[config.mk]
export PLATFORM = sky130hd
export DESIGN_NAME = dma_req_accept
export DESIGN_NICKNAME = d
export VERILOG_FILES = /design/src/rtl/dma_acc_pkg.sv /design/src/rtl/dma_acc_datapath.sv /design/src/rtl/dma_acc_control.sv /design/src/rtl/dma_req_accept.sv
export SDC_FILE = /design/constraint.sdc
export NUM_CORES = 1
export LEC_CHECK = 0
export BUFFER_PORTS_ARGS = -buffer_cell sky130_fd_sc_hd__buf_4
export CORE_MARGIN = 10
export CORE_UTILIZATION = 34
export DETAILED_ROUTE_END_ITERATION = 16
export GPL_TIMING_DRIVEN = 0
export PLACE_DENSITY = 0.56
export SKIP_CTS_REPAIR_TIMING = 1
export SLEW_MARGIN = 20
export SYNTH_ARGS = -nofsm -noshare
export SYNTH_HDL_FRONTEND = slang
export SYNTH_HIERARCHICAL = 1
export SYNTH_SLANG_ARGS = --single-unit
[constraint.sdc]
create_clock -name clk -period 3.6 [get_ports clk]
set_clock_uncertainty 0.2 [all_clocks]
set_input_delay 0.18 -clock clk [delete_from_list [all_inputs] [get_ports clk]]
set_output_delay 0.18 -clock clk [all_outputs]
set_load 0.01 [all_outputs]
[src/rtl/dma_acc_pkg.sv]
package dma_acc_pkg;

  typedef enum logic [2:0] {
    ST_IDLE  = 3'd0,
    ST_ARMED = 3'd1,
    ST_LEAD  = 3'd2,
    ST_GRANT = 3'd3,
    ST_READ  = 3'd4,
    ST_WRITE = 3'd5
  } accState_t;

  // Strobes from the control FSM to the datapath, all single-cycle.
  typedef struct packed {
    logic loadCnt;      // capture transfer count
    logic openAccept;   // enable write: open acceptance
    logic latchReq;     // low accepted: hold request, close acceptance
    logic leadTick;     // advance lead-time counter
    logic clrReq;       // activation: drop held request
    logic sampleHigh;   // bus phase: look for pin high
    logic reopenIfHigh; // closed and idle on bus: reopen on high sample
    logic endWrite;     // write done, more transfers remain
    logic shutdown;     // go idle and pulse completion
  } ctlStrb_t;

endpackage

[src/rtl/dma_acc_datapath.sv]
module dma_acc_datapath
  import dma_acc_pkg::*;
#(
  parameter int CNT_W       = 8,
  parameter int LEAD_CYC    = 3,
  parameter int SYNC_STAGES = 2
) (
  input  logic             clk,
  input  logic             rstN,
  input  logic             pinN,
  input  logic [CNT_W-1:0] cntIn,
  input  ctlStrb_t         strb,
  output logic             pinHigh,
  output logic             acceptOpen,
  output logic             reqHeld,
  output logic             leadDone,
  output logic             lastXfer,
  output logic             cntZeroIn,
  output logic             xferDone
);

  localparam int LEAD_W = (LEAD_CYC > 1) ? $clog2(LEAD_CYC) : 1;

  logic [SYNC_STAGES-1:0] syncReg;
  logic [CNT_W-1:0]       remCnt;
  logic [LEAD_W-1:0]      leadCnt;
  logic                   seenHigh;

  // Synchronizer chain; reset to the idle (high) pin level.
  for (genvar g = 0; g < SYNC_STAGES; g++) begin : gSync
    if (g == 0) begin : gFirst
      always_ff @(posedge clk or negedge rstN) begin
        if (!rstN) syncReg[0] <= 1'b1;
        else       syncReg[0] <= pinN;
      end
    end else begin : gNext
      always_ff @(posedge clk or negedge rstN) begin
        if (!rstN) syncReg[g] <= 1'b1;
        else       syncReg[g] <= syncReg[g-1];
      end
    end
  end

  assign pinHigh   = syncReg[SYNC_STAGES-1];
  assign cntZeroIn = (cntIn == '0);
  assign lastXfer  = (remCnt == CNT_W'(1));
  assign leadDone  = (leadCnt == LEAD_W'(LEAD_CYC - 1));

  // Remaining transfer count.
  always_ff @(posedge clk or negedge rstN) begin
    if (!rstN)              remCnt <= '0;
    else if (strb.loadCnt)  remCnt <= cntIn;
    else if (strb.endWrite) remCnt <= remCnt - CNT_W'(1);
    else if (strb.shutdown) remCnt <= '0;
  end

  // Lead-time counter between latch and bus phase.
  always_ff @(posedge clk or negedge rstN) begin
    if (!rstN)              leadCnt <= '0;
    else if (strb.latchReq) leadCnt <= '0;
    else if (strb.leadTick) leadCnt <= leadCnt + LEAD_W'(1);
  end

  // Rearm tracker: high level seen since the last accepted low.
  always_ff @(posedge clk or negedge rstN) begin
    if (!rstN)                            seenHigh <= 1'b0;
    else if (strb.openAccept || strb.latchReq) seenHigh <= 1'b0;
    else if (strb.sampleHigh && pinHigh)  seenHigh <= 1'b1;
  end

  // Acceptance window.
  always_ff @(posedge clk or negedge rstN) begin
    if (!rstN)                                acceptOpen <= 1'b0;
    else if (strb.shutdown)                   acceptOpen <= 1'b0;
    else if (strb.openAccept)                 acceptOpen <= 1'b1;
    else if (strb.latchReq)                   acceptOpen <= 1'b0;
    else if (strb.endWrite)                   acceptOpen <= seenHigh | pinHigh;
    else if (strb.reopenIfHigh && pinHigh)    acceptOpen <= 1'b1;
  end

  // Held request.
  always_ff @(posedge clk or negedge rstN) begin
    if (!rstN)                               reqHeld <= 1'b0;
    else if (strb.shutdown || strb.clrReq)   reqHeld <= 1'b0;
    else if (strb.latchReq)                  reqHeld <= 1'b1;
  end

  // Completion pulse.
  always_ff @(posedge clk or negedge rstN) begin
    if (!rstN) xferDone <= 1'b0;
    else       xferDone <= strb.shutdown;
  end

endmodule

[src/rtl/dma_acc_control.sv]
module dma_acc_control
  import dma_acc_pkg::*;
(
  input  logic     clk,
  input  logic     rstN,
  input  logic     enWrStrobe,
  input  logic     enWrData,
  input  logic     busGrant,
  input  logic     cycleDone,
  input  logic     pinHigh,
  input  logic     acceptOpen,
  input  logic     leadDone,
  input  logic     lastXfer,
  input  logic     cntZeroIn,
  output ctlStrb_t strb,
  output logic     busReq,
  output logic     cycWrite
);

  accState_t state, nextState;

  always_ff @(posedge clk or negedge rstN) begin
    if (!rstN) state <= ST_IDLE;
    else       state <= nextState;
  end

  always_comb begin
    nextState = state;
    strb      = '0;
    if (enWrStrobe && !enWrData) begin
      if (state != ST_IDLE) begin
        strb.shutdown = 1'b1;
        nextState     = ST_IDLE;
      end
    end else begin
      unique case (state)
        ST_IDLE: begin
          if (enWrStrobe) begin
            if (cntZeroIn) begin
              strb.shutdown = 1'b1;
            end else begin
              strb.loadCnt    = 1'b1;
              strb.openAccept = 1'b1;
              nextState       = ST_ARMED;
            end
          end
        end
        ST_ARMED: begin
          if (acceptOpen && !pinHigh) begin
            strb.latchReq = 1'b1;
            nextState     = ST_LEAD;
          end else if (!acceptOpen) begin
            strb.reopenIfHigh = 1'b1;
          end
        end
        ST_LEAD: begin
          if (leadDone) begin
            strb.clrReq = 1'b1;
            nextState   = ST_GRANT;
          end else begin
            strb.leadTick = 1'b1;
          end
        end
        ST_GRANT: begin
          strb.sampleHigh = 1'b1;
          if (busGrant) nextState = ST_READ;
        end
        ST_READ: begin
          strb.sampleHigh = 1'b1;
          if (cycleDone) nextState = ST_WRITE;
        end
        ST_WRITE: begin
          strb.sampleHigh = 1'b1;
          if (cycleDone) begin
            if (lastXfer) begin
              strb.shutdown = 1'b1;
              nextState     = ST_IDLE;
            end else begin
              strb.endWrite = 1'b1;
              nextState     = ST_ARMED;
            end
          end
        end
        default: nextState = ST_IDLE;
      endcase
    end
  end

  assign busReq   = (state == ST_GRANT) || (state == ST_READ) || (state == ST_WRITE);
  assign cycWrite = (state == ST_WRITE);

endmodule

[src/rtl/dma_req_accept.sv]
module dma_req_accept
  import dma_acc_pkg::*;
#(
  parameter int CNT_W       = 8,
  parameter int LEAD_CYC    = 3,
  parameter int SYNC_STAGES = 2
) (
  input  logic             clk,
  input  logic             rstN,
  input  logic             reqPinN,
  input  logic             enWrStrobe,
  input  logic             enWrData,
  input  logic [CNT_W-1:0] xferCount,
  input  logic             busGrant,
  input  logic             cycleDone,
  output logic             reqHeld,
  output logic             busReq,
  output logic             cycWrite,
  output logic             acceptOpen,
  output logic             xferDone
);

  ctlStrb_t strb;
  logic     pinHigh;
  logic     leadDone;
  logic     lastXfer;
  logic     cntZeroIn;

  dma_acc_control u_ctl (
    .clk        (clk),
    .rstN       (rstN),
    .enWrStrobe (enWrStrobe),
    .enWrData   (enWrData),
    .busGrant   (busGrant),
    .cycleDone  (cycleDone),
    .pinHigh    (pinHigh),
    .acceptOpen (acceptOpen),
    .leadDone   (leadDone),
    .lastXfer   (lastXfer),
    .cntZeroIn  (cntZeroIn),
    .strb       (strb),
    .busReq     (busReq),
    .cycWrite   (cycWrite)
  );

  dma_acc_datapath #(
    .CNT_W       (CNT_W),
    .LEAD_CYC    (LEAD_CYC),
    .SYNC_STAGES (SYNC_STAGES)
  ) u_dp (
    .clk        (clk),
    .rstN       (rstN),
    .pinN       (reqPinN),
    .cntIn      (xferCount),
    .strb       (strb),
    .pinHigh    (pinHigh),
    .acceptOpen (acceptOpen),
    .reqHeld    (reqHeld),
    .leadDone   (leadDone),
    .lastXfer   (lastXfer),
    .cntZeroIn  (cntZeroIn),
    .xferDone   (xferDone)
  );

endmodule

==> impl_metrics.csv, run 1 <==
group,metric,value,unit
run_status,status,"finished clean",
sta,setup_violations,0,
sta,whs,0.0175,ns
global_route,grt_max_degree,20,
pwr,clkPwrFrac,14.0,%
placement,io_buffers,19,
sta,finalMaxSlewViolations,0,
pwr,total_leakage_power,0.713,nW
floorplan,coreArea,3440,µm²
critical_path,rrSetupSlack,0.39,ns
global_route,grt_pass1_wl,4840,µm
critical_path,arrival,3.14,ns
layout,diodes,0,
clock_network,h-tree-depth,1,
synth,synth_area,1250,µm²
pwr,peakVddDrop,0.305,mV
global_route,grtUsageTotal,9.13,%
layout,drive_gt1_share,22.0,%
drt,wl_per_cell,12.9,µm
floorplan,std_cell_rows,21,
floorplan,start_util,36.2,%
synth,ys_seq_area_share,38.3,%
drt,ant_nets,0,
hold_path,hp-class,"in -> reg",
sta,final.min_clock_period,3.21,ns
sta,setup_tns,0,ns
drt,drc,0,
global_route,first_global_vias,1084,
pwr,pwr_density_cell,656,nW/µm²
floorplan,dieHeight,80.6,µm
critical_path,path_class,"reg -> reg",
clock_network,ctsRootBufferMaster,"clkbuf_8",
synth,synth_edf_count,0,
run,max-cap-violations,0,
pwr,p_int,0.645,mW
clock_network,clk_latency,0.25,ns
synth,synthDominantCellAreaShare,34.1,%
synth,postSynthAreaPerCell,8.91,µm²
critical_path,start_kind,"flop",
synth,synthFlopType,"dfrtp_1",
pwr,power_frac_seq,34.2,%
pwr,pwr-share-comb,51.8,%
pwr,p_sw_share,38.5,%
global_route,grt_antenna_before_repair,0,
layout,final_common_cell,"buf_4",
floorplan,die_width,80.6,µm
drt,routed-via-count,1128,
placement,dp_hpwl,2180,µm
sta,timing.final.crit_share,89.3,%
clock_network,path_clk_slew,0.07,ns
synth,synth_seq_cells,19,
drt,first_iter_violations,55,
layout,final_cell_mix,"20 x buf_4, 17 x dfrtp_1, 14 x nor2_1",
layout,nNetsFinal,192,
sta,hold_viol_final,0,
drt,vias_per_cell,5.15,
synth,yosysWarnings,6,
critical_path,cp_data_required_time,3.52,ns
synth,syn_nets,158,
clock_network,tritoncts,"done",
critical_path,cp-end-kind,"flop",
clock_network,numCtsBuffers,3,
synth,async_flop_share,100,%
synth,ys_types,47,
global_route,grt-ovfl-total,0,
drt,drtPass1Iterations,4,
layout,area_delta_synth_final,28.2,%
clock_network,clock-sinks,19,
placement,place_ws,0.424,ns
pwr,power_switching,0.404,mW
sta,max_freq,311,MHz
clock_network,cts_max_path_buffers,2,
placement,gp_congestion,0.798,
floorplan,ios,20,
critical_path,worst-path-max-fanout,9,
synth,yosysTopAreaCell,"dfrtp_1",
sta,worst_pin_slew,0.687,ns
synth,synth_cells,140,
synth,synthTopCellsByArea,"dfrtp_1 34%, dfstp_2 4.2%, nor2_1 4.2%, a21oi_1 3.6%, nand2_1 3.3%",
drt,drt_wl_total,2830,µm
sta,timing.final.ws_setup,0.385,ns
pwr,power,1.05,mW
sta,slew_headroom,53.5,%
sta,rsz0062_at_grt,"no",
floorplan,die_area,6490,µm²
==> cell type report <==
class | count | area, µm²
Timing Repair Buffer | 29 | 243
Sequential cell | 19 | 478
Multi-Input combinational cell | 104 | 697
Tap cell | 46 | 57.6
Clock buffer | 4 | 45.0
Fill cell | 335 | 1840
Buffer | 8 | 45.0
Inverter | 9 | 33.8
==> cell usage after synthesis, types with 4 or more instances <==
cell and n:
o21ai_0 4, nand2b_1 5, nand2_1 11, a21oi_1 9
nor3_1 8, inv_1 9, dfrtp_1 17, o21ai_1 4
nor2_1 14
==> flip-flops by register name, indices dropped and copies added (netlist names) <==
signal and count:
u_dp/seenHigh 1, u_dp/acceptOpen 1, u_dp/pinHigh 1, u_ctl/state 3
u_dp/syncReg 1, u_dp/reqHeld 1, u_dp/remCnt 8, u_dp/xferDone 1
u_dp/leadCnt 2
==> cell families (layout without fill, tap and decap cells) <==
family / count (synthesis) / in the layout / share of synthesized area [%]
fa+ha+maj: 3 / 3 / 3.01
compound gates: 30 / 30 / 16.9
mux: 5 / 5 / 4.21
xor+xnor: 4 / 4 / 2.81
flops: 19 / 19 / 38.3
buf+inv: 17 / 50 / 6.32
simple gates: 62 / 62 / 28.5
==> per-stage QoR <==
step                utilization [%]  instance area [µm²]  instances
detailed placement             42.1                 1450        205
finish                         46.5                 1600        219
global placement               42.1                 1450        205
floorplan                         -                 1250        140
global route                   46.5                 1600        219
CTS                            43.4                 1490        209
==> path summary, 6_finish.rpt <==
check                                           start                         end  depth (start not counted)
max in group asynchronous                        rstN   u_dp/syncReg[0]$_DFF_PN1_                          2
min reg2reg                 u_dp/syncReg[0]$_DFF_PN1_      u_dp/pinHigh$_DFF_PN1_                          0
max reg2reg                u_dp/remCnt[4]$_DFFE_PN0P_  u_dp/remCnt[5]$_DFFE_PN0P_                          7
max                        u_dp/remCnt[4]$_DFFE_PN0P_  u_dp/remCnt[5]$_DFFE_PN0P_                          7
min                                        enWrStrobe     u_dp/xferDone$_DFF_PN0_                          2
min in group asynchronous                        rstN  u_ctl/state[1]$_DFFE_PN0P_                          2
==> power groups by stage <==
stage | clock (mW) | sequential [mW] | combinational, mW
after floorplan | 0 | 0.355 | 0.409
after global placement | 0 | 0.360 | 0.529
after detailed placement | 0 | 0.362 | 0.538
after CTS | 0.157 | 0.359 | 0.541
after global routing | 0.167 | 0.374 | 0.615
final | 0.147 | 0.359 | 0.543
==> worst max-delay path: stages, from the launching register on <==
cell,delay [ns]
dfrtp_1,0.43
or4_1,0.56
nor4b_1,0.61
a22o_1,0.27
clkbuf_1,0.37
nor2_1,0.11
a2111oi_1,0.45
a21oi_1,0.07
==> layer usage <==
layer,vias to the layer above,track usage (%),wire (µm)
li1,565,-,-
met1,541,10.5,1310
met2,20,15.5,1350
met3,2,2.78,144
met4,0,3.17,14
met5,-,0,0
Note: power is estimated with default switching activity, not from simulation.
==> inputs of run 2 (changes only) <==
--- a/config.mk
+++ b/config.mk
@@ -5,14 +5,15 @@
 export SDC_FILE = /design/constraint.sdc
 export NUM_CORES = 1
 export LEC_CHECK = 0
+export ABC_AREA = 1
 export BUFFER_PORTS_ARGS = -buffer_cell sky130_fd_sc_hd__buf_4
 export CORE_MARGIN = 10
 export CORE_UTILIZATION = 34
 export DETAILED_ROUTE_END_ITERATION = 16
 export GPL_TIMING_DRIVEN = 0
-export PLACE_DENSITY = 0.56
+export PLACE_DENSITY = 0.55
 export SKIP_CTS_REPAIR_TIMING = 1
-export SLEW_MARGIN = 20
+export SLEW_MARGIN = 15
 export SYNTH_ARGS = -nofsm -noshare
 export SYNTH_HDL_FRONTEND = slang
 export SYNTH_HIERARCHICAL = 1
==> run 2 against run 1 <==
Critical path depth increased by 5. Sequential power grew 5.8%. Global-route usage increased by 0.81 points. Via count up 15%. Register-to-register slack better by 0.97 ns. Cell area up 2.4%. Synthesized cell count rose by 47%. Combinational power grew 19%. Clock-buffer cell count down 1. Critical endpoint is now u_dp/remCnt[0]$_DFFE_PN0P_. Final cell count increased by 29%. First-iteration DRC count increased to 2.8 times the previous value. Largest power group unchanged.
==> impl_metrics.csv, run 2 <==
group,metric,value,unit
run_status,status,"finished clean",
synth,ys_seq_area_share,35.8,%
sta,final.min_clock_period,2.56,ns
pwr,total_leakage_power,0.860,nW
global_route,first_global_vias,1189,
drt,drtPass1Iterations,4,
critical_path,cp_cell_sequence,"dlygate4sd3_1, buf_4, nor2_1, nand3_1, nor4_1, nand3_1, a31oi_1, nor2_1, nand2_2, inv_2, nand2_1, o221ai_1",
critical_path,cp_data_required_time,3.55,ns
synth,synthDominantCellAreaShare,31.8,%
floorplan,coreArea,3740,µm²
layout,final_common_cell,"nand2_1",
synth,synth_common_cells,"53 x nand2_1, 34 x inv_1, 28 x nor2_1",
critical_path,cp-end-kind,"flop",
synth,syn_nets,224,
clock_network,clk_latency,0.27,ns
synth,synth_edf_count,0,
synth,ys_types,26,
synth,synthTopCellsByArea,"dfrtp_1 32%, nand2_1 15%, inv_1 9.6%, nand3_1 8.6%, nor2_1 7.9%",
drt,drc,0,
synth,synth_cells,206,
pwr,p_int,0.626,mW
sta,hold_viol_final,0,
drt,vias_per_cell,4.61,
sta,worst_pin_slew,0.578,ns
global_route,grt_pass1_wl,5310,µm
pwr,clkPwrFrac,13.5,%
pwr,pwr-share-comb,54.5,%
layout,drive_gt1_share,19.2,%
drt,wl_per_cell,11.5,µm
floorplan,std_cell_rows,22,
critical_path,slowest_stage,"dlygate4sd3_1",
floorplan,die_width,82.7,µm
synth,yosysWarnings,6,
critical_path,path_class,"in -> reg",
sta,setup_tns,0,ns
pwr,p_sw_share,47.3,%
floorplan,die_area,6840,µm²
clock_network,ctsRootBufferMaster,"clkbuf_8",
global_route,grtUsageTotal,9.94,%
sta,finalMaxSlewViolations,0,
sta,timing.final.crit_share,71.0,%
layout,seq_area,478,µm²
pwr,power_switching,0.562,mW
pwr,pwr_density_cell,725,nW/µm²
layout,area_delta_synth_final,22.6,%
layout,final_cell_mix,"53 x nand2_1, 34 x inv_1, 28 x nor2_1",
layout,diodes,0,
global_route,grt_max_degree,20,
synth,synthFlopType,"dfrtp_1",
sta,rsz0062_at_grt,"no",
pwr,power_frac_seq,32.0,%
drt,first_iter_violations,155,
floorplan,dieHeight,82.7,µm
critical_path,worst-path-max-fanout,5,
synth,async_flop_share,100,%
synth,yosysTopAreaCell,"dfrtp_1",
pwr,peakVddDrop,0.265,mV
layout,largest_reg_flops,8,
hold_path,hp-class,"in -> reg",
sta,setup_violations,0,
sta,max_freq,391,MHz
layout,fillers,420,
layout,reg.largest.list,"u_dp/remCnt: 8 flops, u_ctl/state: 3 flops, u_dp/leadCnt: 2 flops",
clock_network,cts_max_path_buffers,2,
sta,slew_headroom,61.1,%
floorplan,ios,20,
global_route,grt-ovfl-total,0,
run,max-cap-violations,0,
drt,drt_wl_total,3240,µm
clock_network,path_clk_slew,0.08,ns
global_route,grt_antenna_before_repair,0,
clock_network,numCtsBuffers,3,
layout,finalInstanceArea,1640,µm²
clock_network,clock-sinks,19,
placement,gp_congestion,0.799,
placement,place_area,1540,µm²
placement,io_buffers,19,
layout,nNetsFinal,253,
critical_path,start_kind,"primary input",
clock_network,tritoncts,"done",
layout,top_register,"u_dp/remCnt",
critical_path,cp_slowest_stage_delay,0.54,ns
critical_path,arrival,2.50,ns
floorplan,start_util,35.7,%
layout,multi_input_area,692,µm²
synth,synth_area,1340,µm²
drt,routed-via-count,1300,
drt,ant_nets,0,
synth,postSynthAreaPerCell,6.49,µm²
synth,synth_seq_cells,19,
placement,dp_hpwl,2580,µm
clock_network,h-tree-depth,1,
synth,synth.most_common_cell,"nand2_1",
run 2: power by group through the flow:
stage / logic (mW) / clock network (mW) / registers (mW)
finish: 0.647 / 0.161 / 0.380
floorplan: 0.484 / 0 / 0.371
detailed placement: 0.641 / 0 / 0.384
global placement: 0.645 / 0 / 0.384
global route: 0.746 / 0.174 / 0.394
CTS: 0.646 / 0.168 / 0.380
run 2: per-layer routing:
metal  track usage [%]  routed length, µm  up-vias
met3              2.16                161        5
met1              13.7               1630      566
met2              14.2               1390       28
met5                 0                  0        -
met4              5.02                 65        0
li1                  -                  -      701
run 2: worst paths after layout:
kind,start,to,slack (ns),cells after the start
min in group asynchronous,rstN,u_dp/remCnt[1]$_DFFE_PN0P_,0.11,2
hold reg to reg,u_dp/syncReg[0]$_DFF_PN1_,u_dp/pinHigh$_DFF_PN1_,0.16,0
hold / removal,xferCount[0],u_dp/remCnt[0]$_DFFE_PN0P_,0.02,3
setup reg to reg,u_dp/remCnt[1]$_DFFE_PN0P_,u_dp/remCnt[7]$_DFFE_PN0P_,1.36,11
max in group asynchronous,rstN,u_dp/pinHigh$_DFF_PN1_,2.82,2
setup / recovery,xferCount[4],u_dp/remCnt[0]$_DFFE_PN0P_,1.04,12
run 2: per-stage QoR:
stage               hold WS, ns  setup slack, ns  power [mW]  util (%)  cells
floorplan                -0.316             1.71       0.855         -    206
global placement         -0.125             1.25        1.03      41.1    273
detailed placement       -0.126             1.29        1.03      41.1    273
CTS                      -0.428             1.34        1.19      42.4    277
global route             0.0400            0.803        1.31      43.8    282
finish                   0.0192             1.04        1.19      43.8    282
run 2: final cells by class:
cell class,instances,area share (%)
inverter,41,9.40
multi-input combinational,144,42.2
buffer,2,0.764
sequential,19,29.2
clock inverter,1,0.458
tap,48,3.67
clock buffer,3,2.52
timing repair buffer,24,11.8
run 2: cells by family (layout without fill, tap and decap cells):
group / count (synthesis) / after routing / synth area share (%)
buf+inv: 43 / 71 / 12.5
flops: 19 / 19 / 35.8
compound gates: 19 / 19 / 8.61
fa+ha+maj: 3 / 3 / 2.81
xor+xnor: 1 / 1 / 0.656
simple gates: 121 / 121 / 39.7
run 2: worst max-delay path, delay by kind of cell:
kind | cells | cell delay [ns]
compound gates | 2 | 0.45
buf+inv | 3 | 0.76
simple gates | 7 | 1.14
